`src/rtl/sar_seq_pkg.sv`:
```
package sar_seq_pkg;

    typedef enum logic [2:0] {
        ST_ARMED  = 3'd0,
        ST_SAMPLE = 3'd1,
        ST_NULL   = 3'd2,
        ST_MSB    = 3'd3,
        ST_LSB    = 3'd4,
        ST_FLOAT  = 3'd5
    } seq_state_e;

endpackage

```
`src/rtl/sar_seq_counter.sv`:
```
module sar_seq_counter #(
    parameter int CNT_W   = 6,
    parameter int SAT_VAL = 37
) (
    input  logic             dclk,
    input  logic             clear,
    output logic [CNT_W-1:0] cnt_q
);

    localparam logic [CNT_W-1:0] SAT = CNT_W'(SAT_VAL);

    always_ff @(negedge dclk or posedge clear) begin
        if (clear) begin
            cnt_q <= '0;
        end else if (cnt_q != SAT) begin
            cnt_q <= cnt_q + 1'b1;
        end
    end

endmodule

```
`src/rtl/sar_seq_fsm.sv`:
```
module sar_seq_fsm
    import sar_seq_pkg::*;
#(
    parameter int CNT_W    = 6,
    parameter int NULL_AT  = 5,
    parameter int MSB_LAST = 21,
    parameter int LSB_LAST = 36
) (
    input  logic             dclk,
    input  logic             clear,
    input  logic [CNT_W-1:0] cnt_q,
    output seq_state_e       state_q,
    output logic             load_word,
    output logic             line_en,
    output logic             analog_idle
);

    localparam logic [CNT_W-1:0] LAST_SAMPLE = CNT_W'(NULL_AT - 1);
    localparam logic [CNT_W-1:0] END_MSB     = CNT_W'(MSB_LAST);
    localparam logic [CNT_W-1:0] END_LSB     = CNT_W'(LSB_LAST);

    seq_state_e state_d;

    // next-state logic: each falling edge advances the count by one
    always_comb begin
        state_d = state_q;
        unique case (state_q)
            ST_ARMED:  state_d = (LAST_SAMPLE == '0) ? ST_NULL : ST_SAMPLE;
            ST_SAMPLE: if (cnt_q == LAST_SAMPLE) state_d = ST_NULL;
            ST_NULL:   state_d = ST_MSB;
            ST_MSB:    if (cnt_q == END_MSB) state_d = ST_LSB;
            ST_LSB:    if (cnt_q == END_LSB) state_d = ST_FLOAT;
            ST_FLOAT:  state_d = ST_FLOAT;
            default:   state_d = ST_ARMED;
        endcase
    end

    // state register, cleared asynchronously by deselect or reset
    always_ff @(negedge dclk or posedge clear) begin
        if (clear) begin
            state_q <= ST_ARMED;
        end else begin
            state_q <= state_d;
        end
    end

    // outputs decoded from the registered state
    always_comb begin
        line_en     = 1'b0;
        analog_idle = 1'b0;
        unique case (state_q)
            ST_ARMED, ST_SAMPLE: begin
                line_en     = 1'b0;
                analog_idle = 1'b0;
            end
            ST_NULL, ST_MSB: begin
                line_en     = 1'b1;
                analog_idle = 1'b0;
            end
            ST_LSB: begin
                line_en     = 1'b1;
                analog_idle = 1'b1;
            end
            ST_FLOAT: begin
                line_en     = 1'b0;
                analog_idle = 1'b1;
            end
            default: begin
                line_en     = 1'b0;
                analog_idle = 1'b0;
            end
        endcase
    end

    assign load_word = (state_d == ST_NULL) && (state_q != ST_NULL);

endmodule

```
`src/rtl/sar_seq_datapath.sv`:
```
module sar_seq_datapath
    import sar_seq_pkg::*;
#(
    parameter int DATA_W   = 16,
    parameter int CNT_W    = 6,
    parameter int MSB_LAST = 21
) (
    input  logic              dclk,
    input  logic              clear,
    input  logic              load_word,
    input  logic [DATA_W-1:0] conv_result,
    input  seq_state_e        state_q,
    input  logic [CNT_W-1:0]  cnt_q,
    output logic              bit_out
);

    localparam int IDX_W = (DATA_W > 1) ? $clog2(DATA_W) : 1;
    localparam logic [CNT_W-1:0] PIVOT = CNT_W'(MSB_LAST);

    logic [DATA_W-1:0] word_q;
    logic [CNT_W-1:0]  idx_wide;
    logic [IDX_W-1:0]  idx;

    // word held for the whole transaction
    always_ff @(negedge dclk or posedge clear) begin
        if (clear) begin
            word_q <= '0;
        end else if (load_word) begin
            word_q <= conv_result;
        end
    end

    // bit index: counts down before the pivot, up after it
    always_comb begin
        idx_wide = '0;
        unique case (state_q)
            ST_MSB:  idx_wide = PIVOT - cnt_q;
            ST_LSB:  idx_wide = cnt_q - PIVOT;
            default: idx_wide = '0;
        endcase
    end

    assign idx = idx_wide[IDX_W-1:0];

    always_comb begin
        unique case (state_q)
            ST_MSB, ST_LSB: bit_out = word_q[idx];
            default:        bit_out = 1'b0;
        endcase
    end

endmodule

```
`src/rtl/sar_serial_seq.sv`:
```
module sar_serial_seq
    import sar_seq_pkg::*;
#(
    parameter int DATA_W       = 16,
    parameter int SAMPLE_FALLS = 5
) (
    input  logic              rst_n,
    input  logic              dclk,
    input  logic              cs_n,
    input  logic [DATA_W-1:0] conv_result,
    output logic              sdo_d,
    output logic              sdo_en,
    output logic              pd_full,
    output logic              pd_analog
);

    localparam int NULL_AT   = SAMPLE_FALLS;
    localparam int MSB_FIRST = NULL_AT + 1;
    localparam int MSB_LAST  = MSB_FIRST + DATA_W - 1;
    localparam int LSB_LAST  = MSB_LAST + DATA_W - 1;
    localparam int FLOAT_AT  = LSB_LAST + 1;
    localparam int CNT_W     = $clog2(FLOAT_AT + 1);

    logic             clear;
    logic [CNT_W-1:0] cnt_q;
    seq_state_e       state_q;
    logic             load_word;
    logic             line_en;
    logic             analog_idle;
    logic             bit_out;

    assign clear = !rst_n || cs_n;

    sar_seq_counter #(
        .CNT_W   (CNT_W),
        .SAT_VAL (FLOAT_AT)
    ) u_cnt (
        .dclk  (dclk),
        .clear (clear),
        .cnt_q (cnt_q)
    );

    sar_seq_fsm #(
        .CNT_W    (CNT_W),
        .NULL_AT  (NULL_AT),
        .MSB_LAST (MSB_LAST),
        .LSB_LAST (LSB_LAST)
    ) u_fsm (
        .dclk        (dclk),
        .clear       (clear),
        .cnt_q       (cnt_q),
        .state_q     (state_q),
        .load_word   (load_word),
        .line_en     (line_en),
        .analog_idle (analog_idle)
    );

    sar_seq_datapath #(
        .DATA_W   (DATA_W),
        .CNT_W    (CNT_W),
        .MSB_LAST (MSB_LAST)
    ) u_dp (
        .dclk        (dclk),
        .clear       (clear),
        .load_word   (load_word),
        .conv_result (conv_result),
        .state_q     (state_q),
        .cnt_q       (cnt_q),
        .bit_out     (bit_out)
    );

    assign sdo_en    = line_en;
    assign sdo_d     = line_en & bit_out;
    assign pd_full   = clear;
    assign pd_analog = clear | analog_idle;

endmodule

```
`config.mk`:
```
export PLATFORM = sky130hd
export DESIGN_NAME = sar_serial_seq
export DESIGN_NICKNAME = d
export VERILOG_FILES = /design/src/rtl/sar_seq_pkg.sv /design/src/rtl/sar_seq_counter.sv /design/src/rtl/sar_seq_fsm.sv /design/src/rtl/sar_seq_datapath.sv /design/src/rtl/sar_serial_seq.sv
export SDC_FILE = /design/constraint.sdc
export NUM_CORES = 1
export LEC_CHECK = 0
export ABC_CLOCK_PERIOD_IN_PS = 2700
export BUFFER_PORTS_ARGS = -buffer_cell sky130_fd_sc_hd__buf_2
export CORE_UTILIZATION = 55
export DETAILED_ROUTE_END_ITERATION = 7
export PLACE_DENSITY_LB_ADDON = 0.1
export SYNTH_ARGS = -nofsm -noshare
export SYNTH_HDL_FRONTEND = slang
export SYNTH_SLANG_ARGS = --single-unit
```
`constraint.sdc`:
```
create_clock -name dclk -period 2.7 [get_ports dclk]
set_input_delay 0.135 -clock dclk [delete_from_list [all_inputs] [get_ports dclk]]
set_output_delay 0.135 -clock dclk [all_outputs]
set_load 0.01 [all_outputs]
```
==> reports/metrics.cfg <==
[status]
status=complete, but fails checks
violations=setup timing

[synthesis]
synth_flop_cell=dfrtn_1
ys_seq_area_share_pct=45.1
syn-instance-count=114
synth_top_area_share_pct=45.1
yosys_warnings=0
synth_cell_type_count=32
synth_area_leaders=dfrtn_1 45%, mux2_2 8.9%, ha_1 5.4%, mux2_1 4.9%, mux4_1 3.8%
synth_edf_count=0
async_flop_share_pct=100
ys_ff_latch=25
avgSynthCellArea_sq_um=12.2
syn_nets=139
yosys.area.top_type=dfrtn_1
netlist_area_sq_mm=0.00139

[sta]
rsz0062_at_grt=yes
maxSlewViolCount=0
fin_ws_ns=-1.16
whs_ns=0.447
finalSetupViolCount=3
worst_pin_slew_ns=0.822
max_slew_margin_pct=45.1
skew_ns=0.00270
finalHoldViolations=0
setup-tns-final_ns=-1.59

[grt]
grt_max_degree=28
grt_antenna_before_repair=0
grtUsageTotal_pct=25.6
overflow=0
grt_first_pass_wirelength_mm=4.93
grt_pass1_vias=1036

[floorplanning]
fp-row-count=17
design.die.area_sq_mm=0.00273
fp.dieH_um=52.2
core_area_sq_mm=0.00230
die_w_um=52.2
io_pins=23
start_util_pct=60.4

[clock_tree]
clk_latency_ns=0.31
clk_pin_slew_worst_paths_ns=0.09
cts_root_buf=clkbuf_4
htreeDepth=1
numCtsBuffers=3
clock_sink_count=25
max-clock-path-buffers=2
cts_tree=done

[power_and_ir_drop]
p_leak_nw=0.793
peakVddDrop_mv=0.378
p_total_uw=608
power_density_mw_per_mm2=344

[layout]
final_common_cell=dfrtn_1
antennaDiodeCount=0
syn2layout_area_growth_pct=27.3
nets=184
fin_area_sq_mm=0.00177
fin_util_pct=76.9
layout_common_cells=25 x dfrtn_1, 22 x buf_2, 21 x buf_4
layout-drive-gt1-share_pct=47.5

[hold_path]
hold_class=reg -> reg
min_path_cells=1
min_from=u_dp.word_q[5]
hold_path_end=u_dp.word_q[5]

[setup_path]
required_ns=2.57
critPathKind=reg -> out
r2r_end=u_dp.word_q[8]
end_kind=output port
crit_arrival_ns=3.72
worst_r2r_path_depth=4
crit_path_max_fanout=5
reg2reg_from=u_cnt.cnt_q[2]
ff2ff_setup_slack_ns=0.46
cp-start-kind=flip-flop

[flow_run]
maxCapViolCount=0

[drt]
antenna_left=0
first_iter_violations=9
drc=0
drtPass1Iterations=6
vias=1047
viasPerCell=5.63
routed_wl_mm=3.06
wire_per_inst_um=16.5

[placed_design]
postPlaceCellArea_sq_mm=0.00164
dpl.hpwl_mm=2.10
port_buffers=22
finalWeightedCongestion=0.870

==> area by class of cell <==
| cell class | instances | area (sq um) |
|---|---|---|
| multi-input combinational | 82 | 795 |
| sequential | 25 | 626 |
| fill | 158 | 531 |
| timing repair buffer | 43 | 268 |
| tap | 28 | 35.0 |
| clock buffer | 4 | 26.3 |
| inverter | 4 | 17.5 |
==> power breakdown <==
part           total (mW)  internal [mW]  switching [mW]
logic              0.0386         0.0227          0.0159
clock network       0.174         0.0579           0.116
registers           0.396          0.390         0.00668
total               0.608          0.470           0.138
==> synth_stat cells, types with 2 or more instances <==
cell type,n
a21oi_1,2
a221oi_1,4
a22o_1,3
and3b_1,3
buf_2,2
dfrtn_1,25
ha_1,6
inv_1,4
mux2_1,6
mux2_2,11
mux2i_1,3
mux4_1,2
nand2_1,6
nand2b_1,3
nand3_1,3
nor2_1,3
nor2b_1,6
o21ai_0,2
o22ai_2,2
or4_1,2
xnor2_1,5
==> sequential cells by signal (all words and copies together) (netlist names) <==
register and count:
u_cnt.cnt_q 6, u_dp.word_q 16, u_fsm.state_q 3
==> how the worst max path moves through the flow <==
stage,slack [ns],start,end,depth (start not counted)
after floorplan,-0.67,u_cnt.cnt_q[0],sdo_d,8
after global placement,-0.74,u_cnt.cnt_q[1],sdo_d,8
after detailed placement,-0.81,u_cnt.cnt_q[1],sdo_d,8
after CTS,-1.12,u_fsm.state_q[2],sdo_d,6
after global routing,-1.22,u_fsm.state_q[2],sdo_d,6
final,-1.16,u_fsm.state_q[2],sdo_d,6
==> routing by layer <==
layer	track usage, %	vias to the layer above	part of all wire (%)
met5	0	-	0
met3	3.77	6	1.9
met1	30.8	516	42
li1	-	506	-
met4	8.77	0	1.9
met2	46.4	19	54
==> stage by stage <==
stage,std cells,setup WS (ns)
final,186,-1.16
after global routing,186,-1.22
after CTS,182,-1.12
after detailed placement,176,-0.815
after global placement,176,-0.737
after floorplan,114,-0.675
==> repair_timing <==
item,in CTS,in global routing
cloned,0,0
pin swaps,3,7
hold buffers,0,0
setup endpoints to repair,3,3
gates resized for setup,6,7
setup buffers,2,5
==> worst max-delay path: stages (launching register included) <==
cell and delay (ns):
dfrtn_1 0.52, or3b_4 0.45, o22ai_4 0.12, mux2i_2 0.10, or4_1 0.54, o211ai_1 0.14
buf_2 0.17
==> logic make-up (layout without fill, tap and decap cells) <==
kind of cell | after synthesis | count (layout) | synth area share (%)
fa+ha+maj | 6 | 6 | 5.41
flops | 25 | 25 | 45.1
compound gates | 16 | 16 | 9.20
buf+inv | 7 | 51 | 2.07
xor+xnor | 6 | 6 | 3.79
simple gates | 32 | 32 | 14.7
mux | 22 | 22 | 19.7
(Power assumes the default switching activity.)
